==> src/rtl/tmr_pkg.sv <==
// Shared types for the tree-module rank router.
// Route codes are fixed by the configuration port encoding.
package tmr_pkg;

    typedef enum logic [1:0] {
        RT_LOCAL  = 2'b00,
        RT_CHILD  = 2'b01,
        RT_PARENT = 2'b10,
        RT_NONE   = 2'b11
    } route_e;

endpackage

==> src/rtl/tmr_fifo.sv <==
// Small synchronous FIFO used as a one-stage forwarding buffer.
// Output comes from storage, so an entry pushed at edge N is visible
// right after edge N. Assumes DEPTH >= 1. No push while full (in_ready low).
module tmr_fifo #(
    parameter int WIDTH = 8,
    parameter int DEPTH = 2
) (
    input  logic             clk,
    input  logic             rst_n,
    input  logic             in_valid,
    output logic             in_ready,
    input  logic [WIDTH-1:0] in_data,
    output logic             out_valid,
    input  logic             out_ready,
    output logic [WIDTH-1:0] out_data
);
    localparam int PW   = (DEPTH > 1) ? $clog2(DEPTH) : 1;
    localparam int CNTW = $clog2(DEPTH + 1);

    logic [WIDTH-1:0] mem [DEPTH];
    logic [PW-1:0]    wr_ptr;
    logic [PW-1:0]    rd_ptr;
    logic [CNTW-1:0]  count;
    logic             push;
    logic             pop;

    assign in_ready  = (count != CNTW'(DEPTH));
    assign out_valid = (count != '0);
    assign out_data  = mem[rd_ptr];
    assign push      = in_valid && in_ready;
    assign pop       = out_valid && out_ready;

    // Store the incoming word at the write pointer.
    always_ff @(posedge clk) begin
        if (push) begin
            mem[wr_ptr] <= in_data;
        end
    end

    // Advance pointers and occupancy count.
    always_ff @(posedge clk) begin
        if (!rst_n) begin
            wr_ptr <= '0;
            rd_ptr <= '0;
            count  <= '0;
        end else begin
            if (push) begin
                wr_ptr <= (wr_ptr == PW'(DEPTH - 1)) ? '0 : wr_ptr + 1'b1;
            end
            if (pop) begin
                rd_ptr <= (rd_ptr == PW'(DEPTH - 1)) ? '0 : rd_ptr + 1'b1;
            end
            case ({push, pop})
                2'b10:   count <= count + 1'b1;
                2'b01:   count <= count - 1'b1;
                default: count <= count;
            endcase
        end
    end

endmodule

==> src/rtl/tmr_route_table.sv <==
// Per-rank routing table: one route code and one child-channel field per rank.
// Written through a single-entry port; read combinationally by rank tag.
// Reset sets every entry to RT_NONE. Assumes NUM_RANKS and NUM_CH are powers of two.
module tmr_route_table
    import tmr_pkg::*;
#(
    parameter int NUM_RANKS = 8,
    parameter int NUM_CH    = 2,
    localparam int RW = $clog2(NUM_RANKS),
    localparam int CW = (NUM_CH > 1) ? $clog2(NUM_CH) : 1
) (
    input  logic          clk,
    input  logic          rst_n,
    input  logic          wr_en,
    input  logic [RW-1:0] wr_rank,
    input  route_e        wr_route,
    input  logic [CW-1:0] wr_chan,
    input  logic [RW-1:0] rd_rank,
    output route_e        rd_route,
    output logic [CW-1:0] rd_chan
);
    route_e        route_q [NUM_RANKS];
    logic [CW-1:0] chan_q  [NUM_RANKS];

    // Hold the table; reset clears every entry to "discard".
    always_ff @(posedge clk) begin
        if (!rst_n) begin
            for (int i = 0; i < NUM_RANKS; i++) begin
                route_q[i] <= RT_NONE;
                chan_q[i]  <= '0;
            end
        end else if (wr_en) begin
            route_q[wr_rank] <= wr_route;
            chan_q[wr_rank]  <= wr_chan;
        end
    end

    assign rd_route = route_q[rd_rank];
    assign rd_chan  = chan_q[rd_rank];

endmodule

==> src/rtl/tmr_cs_decode.sv <==
// Binary rank tag to one-hot chip select, gated by an enable.
// All outputs are zero when the enable is low.
module tmr_cs_decode #(
    parameter int NUM_RANKS = 8,
    localparam int RW = $clog2(NUM_RANKS)
) (
    input  logic                 en,
    input  logic [RW-1:0]        sel,
    output logic [NUM_RANKS-1:0] onehot
);
    for (genvar i = 0; i < NUM_RANKS; i++) begin : g_bit
        localparam logic [RW-1:0] IDX = RW'(i);
        assign onehot[i] = en && (sel == IDX);
    end

endmodule

==> src/rtl/tmod_rank_router.sv <==
// Rank router for a buffer device on a memory module inside a module tree.
// Commands from the parent side are steered by a per-rank table to the local
// DRAM port, a per-channel child buffer, or back up; read returns from the
// child side always go up and win over same-cycle bounced commands.
// Every path holds one register stage (one-cycle hop). Assumes NUM_RANKS and
// NUM_CH are powers of two and BUF_DEPTH >= 1.
module tmod_rank_router
    import tmr_pkg::*;
#(
    parameter int NUM_RANKS = 8,
    parameter int NUM_CH    = 2,
    parameter int ADDR_W    = 16,
    parameter int DATA_W    = 32,
    parameter int BUF_DEPTH = 2,
    localparam int RANK_W = $clog2(NUM_RANKS),
    localparam int CH_W   = (NUM_CH > 1) ? $clog2(NUM_CH) : 1
) (
    input  logic                     clk,
    input  logic                     rst_n,
    input  logic                     cfg_we,
    input  logic [RANK_W-1:0]        cfg_rank,
    input  logic [1:0]               cfg_route,
    input  logic [CH_W-1:0]          cfg_chan,
    input  logic                     dn_valid,
    output logic                     dn_ready,
    input  logic [RANK_W-1:0]        dn_rank,
    input  logic                     dn_write,
    input  logic [ADDR_W-1:0]        dn_addr,
    input  logic [DATA_W-1:0]        dn_wdata,
    input  logic                     rd_in_valid,
    output logic                     rd_in_ready,
    input  logic [RANK_W-1:0]        rd_in_rank,
    input  logic [DATA_W-1:0]        rd_in_data,
    output logic                     loc_valid,
    input  logic                     loc_ready,
    output logic [NUM_RANKS-1:0]     loc_cs,
    output logic                     loc_write,
    output logic [ADDR_W-1:0]        loc_addr,
    output logic [DATA_W-1:0]        loc_wdata,
    output logic [NUM_CH-1:0]        ch_valid,
    input  logic [NUM_CH-1:0]        ch_ready,
    output logic [NUM_CH*RANK_W-1:0] ch_rank,
    output logic [NUM_CH-1:0]        ch_write,
    output logic [NUM_CH*ADDR_W-1:0] ch_addr,
    output logic [NUM_CH*DATA_W-1:0] ch_wdata,
    output logic                     up_valid,
    input  logic                     up_ready,
    output logic                     up_is_read,
    output logic [RANK_W-1:0]        up_rank,
    output logic                     up_write,
    output logic [ADDR_W-1:0]        up_addr,
    output logic [DATA_W-1:0]        up_data,
    output logic                     err_noroute
);
    localparam int TXN_W = RANK_W + 1 + ADDR_W + DATA_W;
    localparam int UP_W  = TXN_W + 1;

    route_e              lk_route;
    logic [CH_W-1:0]     lk_chan;
    logic [TXN_W-1:0]    dn_pkt;
    logic                loc_in_ready;
    logic                loc_push;
    logic [NUM_CH-1:0]   ch_in_ready;
    logic [NUM_CH-1:0]   ch_push;
    logic                up_in_ready;
    logic                bounce_push;
    logic                rd_push;
    logic                up_push;
    logic [UP_W-1:0]     up_din;
    logic [UP_W-1:0]     up_q;
    logic [TXN_W-1:0]    loc_q;
    logic [RANK_W-1:0]   loc_rank_q;

    assign dn_pkt = {dn_rank, dn_write, dn_addr, dn_wdata};

    tmr_route_table #(
        .NUM_RANKS (NUM_RANKS),
        .NUM_CH    (NUM_CH)
    ) u_table (
        .clk      (clk),
        .rst_n    (rst_n),
        .wr_en    (cfg_we),
        .wr_rank  (cfg_rank),
        .wr_route (route_e'(cfg_route)),
        .wr_chan  (cfg_chan),
        .rd_rank  (dn_rank),
        .rd_route (lk_route),
        .rd_chan  (lk_chan)
    );

    // Steer the offered command and derive its ready from the target buffer.
    always_comb begin
        dn_ready    = 1'b0;
        loc_push    = 1'b0;
        ch_push     = '0;
        bounce_push = 1'b0;
        case (lk_route)
            RT_LOCAL: begin
                dn_ready = loc_in_ready;
                loc_push = dn_valid && loc_in_ready;
            end
            RT_CHILD: begin
                dn_ready         = ch_in_ready[lk_chan];
                ch_push[lk_chan] = dn_valid && ch_in_ready[lk_chan];
            end
            RT_PARENT: begin
                dn_ready    = up_in_ready && !rd_in_valid;
                bounce_push = dn_valid && up_in_ready && !rd_in_valid;
            end
            default: begin
                dn_ready = 1'b1;
            end
        endcase
    end

    // Merge read returns (first priority) with bounced commands toward the parent.
    assign rd_in_ready = up_in_ready;
    assign rd_push     = rd_in_valid && up_in_ready;
    assign up_push     = rd_push || bounce_push;
    assign up_din      = rd_in_valid
                         ? {1'b1, rd_in_rank, 1'b0, {ADDR_W{1'b0}}, rd_in_data}
                         : {1'b0, dn_pkt};

    // Latch a discarded command into the sticky error flag.
    always_ff @(posedge clk) begin
        if (!rst_n) begin
            err_noroute <= 1'b0;
        end else if (dn_valid && (lk_route == RT_NONE)) begin
            err_noroute <= 1'b1;
        end
    end

    tmr_fifo #(
        .WIDTH (TXN_W),
        .DEPTH (BUF_DEPTH)
    ) u_loc_buf (
        .clk       (clk),
        .rst_n     (rst_n),
        .in_valid  (loc_push),
        .in_ready  (loc_in_ready),
        .in_data   (dn_pkt),
        .out_valid (loc_valid),
        .out_ready (loc_ready),
        .out_data  (loc_q)
    );

    assign {loc_rank_q, loc_write, loc_addr, loc_wdata} = loc_q;

    tmr_cs_decode #(
        .NUM_RANKS (NUM_RANKS)
    ) u_cs (
        .en     (loc_valid),
        .sel    (loc_rank_q),
        .onehot (loc_cs)
    );

    for (genvar c = 0; c < NUM_CH; c++) begin : g_chan
        logic [TXN_W-1:0] q;

        tmr_fifo #(
            .WIDTH (TXN_W),
            .DEPTH (BUF_DEPTH)
        ) u_buf (
            .clk       (clk),
            .rst_n     (rst_n),
            .in_valid  (ch_push[c]),
            .in_ready  (ch_in_ready[c]),
            .in_data   (dn_pkt),
            .out_valid (ch_valid[c]),
            .out_ready (ch_ready[c]),
            .out_data  (q)
        );

        assign {ch_rank[c*RANK_W +: RANK_W], ch_write[c],
                ch_addr[c*ADDR_W +: ADDR_W], ch_wdata[c*DATA_W +: DATA_W]} = q;
    end

    tmr_fifo #(
        .WIDTH (UP_W),
        .DEPTH (BUF_DEPTH)
    ) u_up_buf (
        .clk       (clk),
        .rst_n     (rst_n),
        .in_valid  (up_push),
        .in_ready  (up_in_ready),
        .in_data   (up_din),
        .out_valid (up_valid),
        .out_ready (up_ready),
        .out_data  (up_q)
    );

    assign {up_is_read, up_rank, up_write, up_addr, up_data} = up_q;

endmodule

==> config.mk <==
export PLATFORM = sky130hd
export DESIGN_NAME = tmod_rank_router
export DESIGN_NICKNAME = d
export VERILOG_FILES = /design/src/rtl/tmr_pkg.sv /design/src/rtl/tmr_fifo.sv /design/src/rtl/tmr_route_table.sv /design/src/rtl/tmr_cs_decode.sv /design/src/rtl/tmod_rank_router.sv
export SDC_FILE = /design/constraint.sdc
export NUM_CORES = 1
export LEC_CHECK = 0
export ABC_AREA = 1
export BUFFER_PORTS_ARGS = -buffer_cell sky130_fd_sc_hd__buf_2
export CAP_MARGIN = 10
export CORE_MARGIN = 10
export CORE_UTILIZATION = 40
export DETAILED_ROUTE_END_ITERATION = 10
export SETUP_SLACK_MARGIN = 0.1
export SLEW_MARGIN = 40
export SYNTH_ARGS = -nofsm -noshare
export SYNTH_HDL_FRONTEND = slang
export SYNTH_SLANG_ARGS = --single-unit
==> constraint.sdc <==
create_clock -name clk -period 3.7 [get_ports clk]
set_input_delay 0.37 -clock clk [delete_from_list [all_inputs] [get_ports clk]]
set_output_delay 0.37 -clock clk [all_outputs]
set_load 0.1 [all_outputs]
## Yosys cells after proc, flatten, opt, wreduce, memory -nomap -nowiden

Memory sizes are Yosys's and may differ from the RTL's. A register that Yosys moved wholly into a read port is not among the register bits.
Index checks and enable logic that the tools add are counted.

| operators by class | value |
|---|---|
| add/subtract/negate cells | 16 |
| $lt $le $gt $ge | 2 |
| equality and inequality tests | 22 |
| multiplexer cells | 47 |
| bitwise operators | 1 |
| reduce and logical (&&, ||, !) cells | 38 |

Operators by type and width:

| kind | number |
|---|---|
| 2-to-1 mux 53 bit | 1 |
| 2-to-1 mux 1 bit | 36 |
| logical AND 1 bit | 24 |
| case mux 2 bit (2 select lines) | 4 |
| nonzero test 2 bit | 8 |
| equality test 2 bit (second input constant) | 6 |
| equality test 3 bit (second input constant) | 4 |
| equality test 2 x 1 -> 1 bit (second input constant) | 5 |
| adder 1 bit (second input constant) | 8 |
| adder 2 x 1 -> 2 bit (second input constant) | 4 |
| inequality test 2 bit (second input constant) | 4 |
| subtractor 2 x 1 -> 2 bit (second input constant) | 4 |
| equality test 3 x 2 -> 1 bit (second input constant) | 2 |
| 2-to-1 mux 3 bit | 2 |
| 2-to-1 mux 2 bit | 2 |
| equality test 3 x 1 -> 1 bit (second input constant) | 1 |
| zero test 3 bit | 1 |
| case mux 1 bit (3 select lines) | 1 |
| bitwise AND 2 bit | 1 |
| zero test 2 bit | 1 |
| less-than comparator 1 x 2 -> 1 bit (second input constant) | 1 |
| OR reduction 2 bit | 1 |
| demux 1 bit (select 1 bit) | 1 |
| >= comparator 1 bit (second input constant) | 1 |
| other kinds (3) | 3 |

| storage, ports and cells | value |
|---|---|
| register bits | 17 |
| RAM bits | 442 |
| bits of input ports | 102 |
| output and inout port bits | 221 |
| memories kept | 6 |

Memories:

| name | depth | width | read ports | clocked after Yosys merged registers in | wr ports | RTL line | source |
|---|---|---|---|---|---|---|---|
| u_up_buf.mem | 2 | 53 | 1 | 1 | 1 | tmr_fifo.sv:20 | `logic [WIDTH-1:0] mem [DEPTH];` |
| g_chan[0].u_buf.mem | 2 | 52 | 1 | 1 | 1 | tmr_fifo.sv:20 |  |
| g_chan[1].u_buf.mem | 2 | 52 | 1 | 1 | 1 | tmr_fifo.sv:20 |  |
| u_loc_buf.mem | 2 | 52 | 1 | 1 | 1 | tmr_fifo.sv:20 |  |
| u_table.route_q | 8 | 2 | 1 | 0 | 8 | tmr_route_table.sv:22 | `route_e route_q [NUM_RANKS];` |
| u_table.chan_q | 8 | 1 | 1 | 0 | 8 | tmr_route_table.sv:23 | `logic [CW-1:0] chan_q [NUM_RANKS];` |

## Logic depth before layout (Yosys ltp)

Gate-level depths: netlist of the first run.
An unclocked memory read counts as a cell.

| logic depth | value |
|---|---|
| depth in word-level cells | 10 |
| mapped depth | 16 |
| gate-level depth less buffers | 15 |

## By module

Synthesis of the first run repeated with hierarchy kept, for this count alone.

| second synthesis, totals | value |
|---|---|
| cell total of the unflattened synthesis | 1,163 |
| area total of the unflattened synthesis | 19,184.6 µm² |

Modules (own cells, without submodules):

| module | times used | cells an instance | area an instance (µm²) | seq. area each (µm²) |
|---|---|---|---|---|
| tmr_fifo at g_chan[0].u_buf ... | 3 | 198 | 4,247.8 | 3,223.1 |
| tmr_fifo at u_up_buf | 1 | 201 | 4,316.6 | 3,283.1 |
| tmr_route_table | 1 | 176 | 1,285.0 | 640.6 |
| tmod_rank_router | 1 | 175 | 775.7 | 20.0 |
| tmr_cs_decode | 1 | 17 | 63.8 | 0.0 |

## Worst setup path before layout of the first run

No wires, ideal clock.

| timing path | value |
|---|---|
| path type | register to register |
| start point | register u_up_buf.count[0] |
| end point | memory u_up_buf.mem[0][0] (netlist bit), enable pin |
| setup time | 465 ps |
| data arrival time | 3,680 ps |
| required time | 3,235 ps |
| slack | -445 ps |
| stages on the path, launching flop included | 7 |
| path buffers | 0 |
| clock period less this slack | 4,145 ps |
| path through | dfxtp_1 -> nor2_1 -> inv_1 -> nand2_1 -> nand2_1 -> inv_1 -> nor2_1 |

| between the ends | value |
|---|---|
| word-level cells in the longest chain between the ends | 8 |
| elaborated cells between the ends (all ways) | 9 |
| classes of those cells | eq/ne: 1; mux: 3; reduce/logical: 5 |

Ends and longest elaborated chain:

| item | RTL line | source |
|---|---|---|
| start: declaration | tmr_fifo.sv:23 | `logic [CNTW-1:0] count;` |
| start signal: assignment | tmr_fifo.sv:54 | `2'b10: count <= count + 1'b1;` |
| start signal: assignment | tmr_fifo.sv:55 | `2'b01: count <= count - 1'b1;` |
| start signal: assignment | tmr_fifo.sv:56 | `default: count <= count;` |
| inequality test 2 bit * | tmr_fifo.sv:27 | `assign in_ready = (count != CNTW'(DEPTH));` |
| via rd_in_ready | tmod_rank_router.sv:31 | `output logic rd_in_ready,` |
| logical AND 1 bit (2 in a row) | tmod_rank_router.sv:108 | `bounce_push = dn_valid && up_in_ready && !rd_in_valid;` |
| 2-to-1 mux 1 bit | tmod_rank_router.sv:97 | `case (lk_route)` |
| logical OR 1 bit | tmod_rank_router.sv:119 | `assign up_push = rd_push \|\| bounce_push;` |
| logical AND 1 bit * | tmr_fifo.sv:30 | `assign push = in_valid && in_ready;` |
| 2-to-1 mux 1 bit * | tmr_fifo.sv:35 | `if (push) begin` |
| 2-to-1 mux 1 bit (not written as such) * | tmr_fifo.sv:36 | `mem[wr_ptr] <= in_data;` |
| end: declaration | tmr_fifo.sv:20 |  |

The timed path passes the listed nets; every way through them passes the cells marked *.

==> results of run 1 <==
[stage by stage]
stage / worst slack (ns) / total power [mW] / instances / hold WS, ns
after floorplan: 0.4461 / 9.663 / 1240 / 0.4257
after global routing: 0.5516 / 15.66 / 2220 / 0.03537
after detailed placement: 0.9348 / 10.51 / 2130 / 0.4372
after global placement: 1.066 / 10.47 / 2128 / 0.4223
after CTS: 0.6075 / 15.32 / 2220 / 0.01802
final: 0.7469 / 15.16 / 2221 / 0.06246
[report_power, final]
part	total, mW	internal, mW	switching, mW	leakage (nW)
clock	4.79	2.85	1.94	0.774
combinational	4.17	0.673	3.49	3.58
sequential	6.20	6.07	0.131	4.23
[flip-flops by register name (all words and copies together), names as in the netlist, named ones only]
| register | cells |
|---|---|
| err_noroute | 1 |
| g_chan.u_buf.count | 4 |
| g_chan.u_buf.mem | 208 |
| g_chan.u_buf.rd_ptr | 2 |
| g_chan.u_buf.wr_ptr | 2 |
| u_loc_buf.count | 2 |
| u_loc_buf.mem | 104 |
| u_loc_buf.rd_ptr | 1 |
| u_loc_buf.wr_ptr | 1 |
| u_table.chan_q | 8 |
| u_table.route_q | 16 |
| u_up_buf.count | 2 |
| u_up_buf.mem | 106 |
| u_up_buf.rd_ptr | 1 |
| u_up_buf.wr_ptr | 1 |
[layout by cell type, fill, tap and decap left out, types with 2 or more instances in the layout]
cell       netlist  routed
clkinv_1         1      15
a21oi_1         20      20
o22ai_1          8       8
inv_1           84      81
nand3_1         24      24
dfxtp_4          0       3
nor2_4           2       6
clkinv_2         0       8
ha_1             4       4
or2_2            3       3
dfxtp_1         29      25
nand2_1        338     338
nor2_1          54      50
nand2_2          2       2
nand4_1          2       2
buf_4            3      15
buf_12           0       6
bufinv_16        0       5
buf_2           17     322
edfxtp_1       434     434
nand2_4          2       2
inv_2            5       9
inv_6            0       2
mux2_2         157     157
o21ai_0         19      19
clkbuf_16        0      51
clkbuf_1        23       9
[cell type report]
class	count	area, µm²	area share
flip-flops and latches	463	13630	0.6207
multi-input cells	642	3829	0.1744
inverters	90	337.8	0.01539
repair buffers	343	1844	0.08401
clock buffers	60	1310	0.05967
well taps	592	740.7	0.03374
diodes	1	2.502	0.0001140
clock inverters	30	264.0	0.01203
[cell families (layout without fill, tap and decap cells)]
kind of cell,after synthesis,after routing,share of synthesized area
compound gates,51,51,0.01526
flops,463,463,0.7583
other cells,0,1,0
simple gates,430,430,0.09465
fa+ha+maj,4,4,0.002788
mux,157,157,0.09849
buf+inv,135,523,0.03046
[worst max path at each step]
stage,start,endpoint,slack [ns],cells after the start
after CTS,flip-flop,loc_cs[6],0.61,6
after global placement,dn_rank[0],g_chan[0].u_buf.mem[1][34],1.07,12
final,flip-flop,loc_cs[6],0.75,6
after global routing,flip-flop,loc_cs[6],0.55,6
after detailed placement,dn_rank[0],g_chan[0].u_buf.mem[1][51],0.93,12
after floorplan,u_up_buf.count[0],u_up_buf.mem[1][0],0.45,4
[per-layer routing]
| metal | up-vias | track usage | part of all wire |
|---|---|---|---|
| met2 | 276 | 0.2847 | 0.50 |
| met5 | - | 0 | 0 |
| li1 | 5058 | - | - |
| met4 | 0 | 0.04207 | 0.018 |
| met1 | 5309 | 0.2072 | 0.43 |
| met3 | 60 | 0.03885 | 0.053 |
[worst register-to-register path, delay by kind of cell (launching register included)]
family                 cells  cell delay [ns]
buffers and inverters      3             0.90
and+or+nand+nor            7             0.72
DFF                        1             0.36
==> summary.md, run 1 <==
| Metric | Value |
|---|---|
| CTS tree | built |
| First-pass GRT wire length | about 68000 µm |
| Period utilization | 0.7981 |
| Core Util, Final | 0.4954 |
| Number of global-route vias before repair | roughly 11000 |
| R2r endpoint | g_chan[0].u_buf.mem[1][8] |
| Most frequent cell after synthesis | edfxtp_1 |
| Synth cell count leaders | 434 x edfxtp_1, 338 x nand2_1, 157 x mux2_2 |
| Worst Hold Path EP | u_loc_buf.mem[1][32] |
| WL final | 46270 µm |
| Leakage | 8.578 nW |
| Outcome | finished, final reports clean |
| Final nets | 1696 |
| Seq cells post-synth | 463 |
| Post-synth ARST share | 0 |
| Detailed-router iteration count before antenna repair | 5 |
| Slowest-stage cell, CP | buf_4 |
| Post-route ant nets | 0 |
| Clock transition at the registers of the reported paths | 0.06 ns |
| Setup TNS | 0 ns |
| Setup Skew | 0.01871 ns |
| Overflow after GRT | 0 |
| Syn Inst Count | 1240 |
| Core ar. | 0.04432 mm² |
| Share of layout cells above drive strength 1 | 0.3649 |
| Buffer depth of the longest clock path | 3 |
| Pwr per Cell Area | 690.5 mW/mm² |
| Hold Crit Depth | 1 |
| Register area share after synthesis | 0.7583 |
| Total Routing Usage GR | 0.1659 |
| Synth area leader | edfxtp_1 |
| Area Growth Syn to Fin | 22.30% |
| Largest net degree at the start of global routing | 55 |
| FF-to-FF setup slack | 1.40 ns |
| Initial drt markers | approximately 710 |
| Rel. slew slack | 0.5155 |
| Synth cell types | 30 |
| Final setup fails | 0 |
| Die Y-Extent | 231.8 µm |
| Crit-path cells | buf_4 -> o21ai_0 -> inv_1 -> nand2_1 -> nor2_1 -> buf_2 |
| Postcts setup bufs | 0 |
| Hold Crit Class | in -> reg |
| Fin area | 0.02195 mm² |
| CTS H-tree depth | 2 |
| Post-CTS Hold Fix Bufs | 0 |
| Filler cell count | slightly below 4000 |
| DIE AREA | 0.05375 mm² |
| Mapped cell area | 0.01795 mm² |
| Yosys top cell area share | 0.7260 |
| Number of remaining DRC errors | 0 |
| Worst VDD drop | 0.3823 mV |
| Worst Tran Pin Value | roughly 0.73 ns |
| Critical-path maximum fanout | 52 |
| CP Capture Type | output pin |
| Min Tclk post-route | about 3.0 ns |
| Post-synth EDFFs | 434 |
| Initial antenna violation count | 0 |
| CP delay by family, top | buffers and inverters |
| Vias/cell | just under 5 |
| Synth area leaders | edfxtp_1 73%, mux2_2 9.8%, nand2_1 7.1% |
| Unrepaired setup endpoints after global routing | false |
| Worst Setup Path Type | reg -> out |
| Mean area per synthesized cell | 14.48 µm² |
| Primary FF master, synth | edfxtp_1 |
| Num CTS Buffers | 50 |
| Post-DP Area | 0.02037 mm² |
| Chip width | 231.8 µm |
| Drt wl/cell | roughly 21 µm |
| Initial Utilization | 0.4051 |
| Root buffer cell | clkbuf_16 |
| Fin. Hold Viols | 0 |
| Std cell rows | 77 |
| Final Max Tran Viols | 0 |
| Crit Reg-Reg Startpoint | u_table.route_q[3][1] |
| Final HPWL DP | 30950 µm |
| Hold path start | dn_addr[0] |
| Required time of the critical path | roughly 3.3 ns |
| Syn_nets | roughly 1300 |
| CTS resizes | 0 |
| Skew-Pair Late Insertion Delay | 0.58 ns |
| Depth of the most critical reg-to-reg path | 10 |
| Via count | around 11000 |
| Critical path launch point type | flip-flop |
| Ys Warns | 0 |
| Fmax achieved | 0.3386 GHz |
| Slowest stage delay, CP | 0.50 ns |
| Clock sinks | 463 |
| Maxcap violations | 0 |
| GPL Wtd Cong | 0.8200 |
| IO Pins | 323 |
| I/O Buffers | 322 |
| Crit path buffers/inverters | 3 |
| CP Data Arrival Time | 2.58 ns |
No activity file was read; power rests on OpenSTA's default activity.
==> run 2, diff against run 1 <==
clock period = 2.65 ns   (was 3.7 ns; I/O delays follow)
==> run 2 against run 1 <==
Effect of this change: via count is 2.8% higher; clock power up 36%; die area unchanged; non-clock buffer count grew 80; clock-buffer cell count grew 4; utilization rose by 2.1 points; clock skew rose by 0.0014 ns; routed wire length rose by 2.2%; cell area up 4.3%; critical path type unchanged.
==> summary.md, run 2 (synthesis gave the netlist of run 1 again) <==
| Metric | Value |
|---|---|
| Number of flip-flops in the largest register | approximately 210 |
| CP Capture Type | output pin |
| Number of remaining DRC errors | 0 |
| CTS H-tree depth | 2 |
| Final setup fails | 0 |
| Maxcap violations | 0 |
| I/O Buffers | approximately 320 |
| Registers with the most flip-flops | g_chan.u_buf.mem (208), u_up_buf.mem (106), u_loc_buf.mem (104) |
| Worst Hold Path EP | u_up_buf.mem[0][3] |
| First-pass GRT wire length | 69880 µm |
| Clock sinks | about 460 |
| Buffer depth of the longest clock path | 3 |
| Hold Crit Class | in -> reg |
| Depth of the most critical reg-to-reg path | 12 |
| Hold path start | rd_in_data[3] |
| Critical path launch point type | flip-flop |
| Via count | 11000 |
| Post-Place Cells | roughly 2100 |
| Core Util, Final | 0.5165 |
| CP Data Arrival Time | 2.14 ns |
| Detailed-router iteration count before antenna repair | 5 |
| Core ar. | 0.04432 mm² |
| Leakage | ~8.9 nW |
| GPL Wtd Cong | 0.8353 |
| Post-route ant nets | 0 |
| Hold Crit Depth | 3 |
| Initial antenna violation count | 1 |
| Commonest non-fill, non-tap cells in the layout | 434 x edfxtp_1, 338 x nand2_1, 313 x buf_2 |
| Total Routing Usage GR | 0.1712 |
| CTS tree | built |
| Unrepaired setup endpoints after global routing | false |
| Required time of the critical path | 2.38 ns |
| Vias/cell | 4.780 |
| Std cell rows | 77 |
| Setup ws final | around 0.24 ns |
| Commonest non-fill, non-tap cell in the layout | edfxtp_1 |
| Fmax achieved | 0.4153 GHz |
| Post-DP Area | between 0.02 and 0.025 mm² |
| Final nets | 1775 |
| Register name with the most flops | g_chan.u_buf.mem |
| Final Max Tran Viols | 0 |
| Clock transition at the registers of the reported paths | 0.06 ns |
| Initial Utilization | 0.4051 |
| Pwr per Cell Area | a little over 900 mW/mm² |
| Worst Tran Pin Value | ~0.57 ns |
| Final std cells w/o fill | 2302 |
| Initial drt markers | 646 |
| DIE AREA | 0.05375 mm² |
| Crit Reg-Reg Startpoint | u_up_buf.count[1] |
| Setup Skew | 0.02012 ns |
| Pre-CTS worst setup slack | approximately 0.23 ns |
| Fin. Hold Viols | 0 |
| IO Pins | ~320 |
| Final HPWL DP | 32030 µm |
| Largest net degree at the start of global routing | 40 |
| WL final | about 47000 µm |
| Num CTS Buffers | 49 |
| Worst Setup Path Type | reg -> out |
| Chip width | 231.8 µm |
| Fin area | approximately 0.023 mm² |
| Number of global-route vias before repair | around 11000 |
| Critical-path maximum fanout | 39 |
| Share of layout cells above drive strength 1 | 0.3527 |
| Overflow after GRT | 0 |
| Root buffer cell | clkbuf_16 |
| Area Growth Syn to Fin | 27.50% |
| Die Y-Extent | approximately 230 µm |
| Min Tclk post-route | 2.408 ns |
| Rel. slew slack | 0.6243 |
| R2r endpoint | u_up_buf.count[1] |
| Worst VDD drop | 0.8360 mV |
| Period utilization | 0.9087 |
| Skew-Pair Late Insertion Delay | approximately 0.58 ns |
| Postcts setup bufs | 0 |
| Outcome | finished, final reports clean |
| FF-to-FF setup slack | 0.58 ns |
| Drt wl/cell | 20.54 µm |
[run 2: cell types whose count changed in the layout (fill, tap and decap cells not counted), sizes merged]
| cell | delta |
|---|---|
| diode | +2 |
| clkinvlp | +3 |
| clkinv | -6 |
| bufinv | -2 |
| buf | +6 |
| clkbuf | +4 |
| dlygate4sd3 | +74 |
[run 2: worst max-delay path: stages (launching register included)]
cell and delay [ns]:
dfxtp_4 0.50, buf_12 0.26, mux2_2 0.42, buf_2 0.31
[run 2: worst max-delay path by stage]
stage | to | slack, ns | cells past startpoint
2_1_floorplan | loc_cs[0] | -0.27 | 4
3_3_place_gp | u_up_buf.mem[0][9] | 0.27 | 12
3_5_place_dp | u_up_buf.mem[0][11] | 0.23 | 12
4_1_cts | loc_cs[6] | 0.10 | 7
5_1_grt | loc_cs[1] | 0.11 | 6
6_report | up_data[4] | 0.24 | 3
[run 2: area by class of cell]
type / count / area (µm²)
antenna: 3 / 7.507
clock buffer: 64 / 1325
clock inverter: 25 / 202.7
fill: 3798 / 21430
inverter: 90 / 341.6
multi-input combinational: 642 / 3834
sequential: 463 / 13620
tap: 592 / 740.7
timing repair buffer: 423 / 2814
[run 2: metrics by stage]
stage	power [mW]	hold slack, ns	setup TNS [ns]
after floorplan	13.50	0.3639	-1.593
after global placement	14.75	0.4316	0
after detailed placement	14.79	0.4322	0
after CTS	21.42	0.001285	0
after global routing	21.92	0.01585	0
final	21.20	0.04453	0
[run 2: routing by layer]
| layer | global-route usage | share of wire | vias up |
|---|---|---|---|
| li1 | - | - | 5205 |
| met1 | 0.2111 | 0.42 | 5377 |
| met2 | 0.2845 | 0.49 | 336 |
| met3 | 0.04459 | 0.062 | 85 |
| met4 | 0.06392 | 0.033 | 0 |
| met5 | 0 | 0 | - |
[run 2: timing repair]
item / CTS / global route
hold endpoints to repair: 336 / 0
gates resized for setup: 4 / 3
hold buffers: 74 / 0
setup endpoints to repair: 7 / 7
[run 2: where the power goes]
part | switching [mW] | internal (mW) | leakage [nW]
Sequential | 0.141 | 8.47 | 4.23
Clock | 2.73 | 3.81 | 0.741
Combinational | 4.99 | 1.06 | 3.95
Total | 7.86 | 13.3 | 8.92
==> run 3, diff against run 2 <==
ABC_CLOCK_PERIOD_IN_PS = 2500   (was unset)
clock period = 2.5 ns   (was 2.65 ns; I/O delays follow)
==> run 3 against run 2 <==
Effect of this change: first-iteration DRC count rose by 16%; clock-buffer cell count down 3; die area is the same; critical path depth stayed put; register-to-register slack worse by 0.13 ns; sequential share of layout area shrank 0.17 points; combinational power grew 7.6%.
==> summary.md, run 3 (synthesis gave the netlist of run 1 again) <==
| Metric | Value |
|---|---|
| IO Pins | 323 |
| Initial Utilization | 0.4051 |
| Final setup fails | 0 |
| Worst Setup Path Type | reg -> out |
| Clock sinks | 463 |
| Number of remaining DRC errors | 0 |
| Die Y-Extent | ~230 µm |
| Drt wl/cell | 20.64 µm |
| Commonest non-fill, non-tap cell in the layout | edfxtp_1 |
| Buffer depth of the longest clock path | 3 |
| CTS tree | built |
| DIE AREA | 0.05375 mm² |
| Chip width | 231.8 µm |
| Min Tclk post-route | 2.312 ns |
| CP Data Arrival Time | 2.06 ns |
| Overflow after GRT | 0 |
| Crit path buffers/inverters | 2 |
| Skew-Pair Late Insertion Delay | 0.56 ns |
| Rel. slew slack | 0.6273 |
| Via count | 11060 |
| Filler cell count | between 3000 and 4000 |
| Maxcap violations | 0 |
| Register name with the most flops | g_chan.u_buf.mem |
| Largest net degree at the start of global routing | 53 |
| Period utilization | 0.9249 |
| Root buffer cell | clkbuf_16 |
| Core ar. | roughly 0.044 mm² |
| Final nets | 1782 |
| Worst Tran Pin Value | between 0.5 and 0.6 ns |
| Fmax achieved | 0.4325 GHz |
| Leakage | 8.921 nW |
| Detailed-router iteration count before antenna repair | 5 |
| Worst VDD drop | 0.6742 mV |
| Slowest-stage cell, CP | dfxtp_4 |
| Commonest non-fill, non-tap cells in the layout | 434 x edfxtp_1, 338 x nand2_1, 285 x buf_2 |
| Sequential Area | ~0.014 mm² |
| Final std cells w/o fill | 2299 |
| Vias/cell | 4.809 |
| Fin. Hold Viols | 0 |
| I/O Buffers | approximately 320 |
| Number of flip-flops in the largest register | 208 |
| WHS | 0.03974 ns |
| Std cell rows | 77 |
| Area Growth Syn to Fin | 27.89% |
| Hold Crit Class | in -> reg |
| Area of the multi-input gates | 0.003854 mm² |
| ANT cells | 0 |
| Final HPWL DP | 32030 µm |
| Setup Skew | 0.01267 ns |
| Slowest stage delay, CP | 0.50 ns |
| Clock transition at the registers of the reported paths | 0.06 ns |
| Outcome | finished, final reports clean |
| WL final | 47450 µm |
| Pwr Total | 22.15 mW |
| Core Util, Final | 0.5180 |
| Postcts setup bufs | 0 |
| Total Routing Usage GR | 0.1715 |
| Crit-path cells | buf_4 -> mux2_2 -> buf_2 |
| Required time of the critical path | 2.25 ns |
| Critical-path maximum fanout | 15 |
| Critical path launch point type | flip-flop |
| Initial antenna violation count | 1 |
| GPL Wtd Cong | 0.9075 |
| CP Capture Type | output pin |
| Initial drt markers | 748 |
| CP delay by family, top | buffers and inverters |
| Final Max Tran Viols | 0 |
| Number of global-route vias before repair | 11400 |
| Share of layout cells above drive strength 1 | 0.3544 |
| Post-route ant nets | 0 |
| Num CTS Buffers | 47 |
| Pwr per Cell Area | 965.0 mW/mm² |
| CTS H-tree depth | 2 |
| First-pass GRT wire length | around 70000 µm |
| Registers with the most flip-flops | g_chan.u_buf.mem (208), u_up_buf.mem (106), u_loc_buf.mem (104) |
| Unrepaired setup endpoints after global routing | true |
| Post-Place Cells | between 2000 and 2500 |
## run 3: changes by cell type in the layout (fill, tap and decap cells not counted), moves of 3 or more
cell and delta:
diode_2 -3, nor2_1 -6, clkinv_1 -3, dlygate4sd3_1 +5
buf_2 -28, buf_4 +28, nor2_2 +5, clkbuf_16 -4
## run 3: worst paths after layout
check | startpoint | endpoint | slack, ns | cells after the start
worst max-delay path | flip-flop | up_data[9] | 0.19 | 3
worst min-delay path | rd_in_data[29] | u_up_buf.mem[1][29] | 0.04 | 3
worst max register to register | u_up_buf.count[1] | u_up_buf.count[1] | 0.45 | 12
worst min register to register | g_chan[0].u_buf.rd_ptr | flip-flop | 0.44 | 1
## run 3: metrics by stage
stage / instance area (µm²) / TNS [ns] / setup WS (ns)
finish: 22960 / 0 / 0.1877
global route: 22960 / 0 / 0.06131
CTS: 22950 / 0 / 0.08546
detailed placement: 20680 / 0 / 0.1822
global placement: 20680 / 0 / 0.2626
floorplan: 18020 / -0.3086 / -0.06315
## run 3: layout make-up
cell class / count / area share
inverters: 90 / 0.01521
repair buffers: 432 / 0.1305
multi-input cells: 642 / 0.1679
clock buffers: 61 / 0.05352
well taps: 592 / 0.03226
clock inverters: 19 / 0.007139
flip-flops and latches: 463 / 0.5935
## run 3: worst reg2reg max path, cell delays in order, from the launching register on
cell and delay [ns]:
dfxtp_1 0.37, inv_1 0.05, nor2_1 0.25, clkinvlp_4 0.22, nand2_1 0.19, nand2_1 0.08
inv_1 0.12, ha_1 0.25, inv_1 0.09, nand2_1 0.05, nor2_1 0.11, o21ai_0 0.09
a21oi_1 0.12
## run 3: layer usage
metal	wire (µm)	global-route usage	part of all wire	up-vias
li1	-	-	-	5218
met1	20170	0.2140	0.43	5438
met2	23380	0.2944	0.49	341
met3	2841	0.03433	0.060	60
met4	1052	0.05411	0.022	0
met5	0	0	0	-
## run 3: repair_timing
| item | 4_1_cts | 5_1_grt |
|---|---|---|
| setup endpoints to repair | 37 | 7 |
| endpoints found under the hold margin | 347 | 0 |
| hold buffers | 79 | 0 |
| gates cloned | 0 | 0 |
| resized for setup | 35 | 3 |
## run 3: power breakdown
group	internal, mW	total (mW)	switching (mW)
sequential	8.97	9.12	0.148
clock	3.75	6.51	2.76
combinational	1.21	6.52	5.31
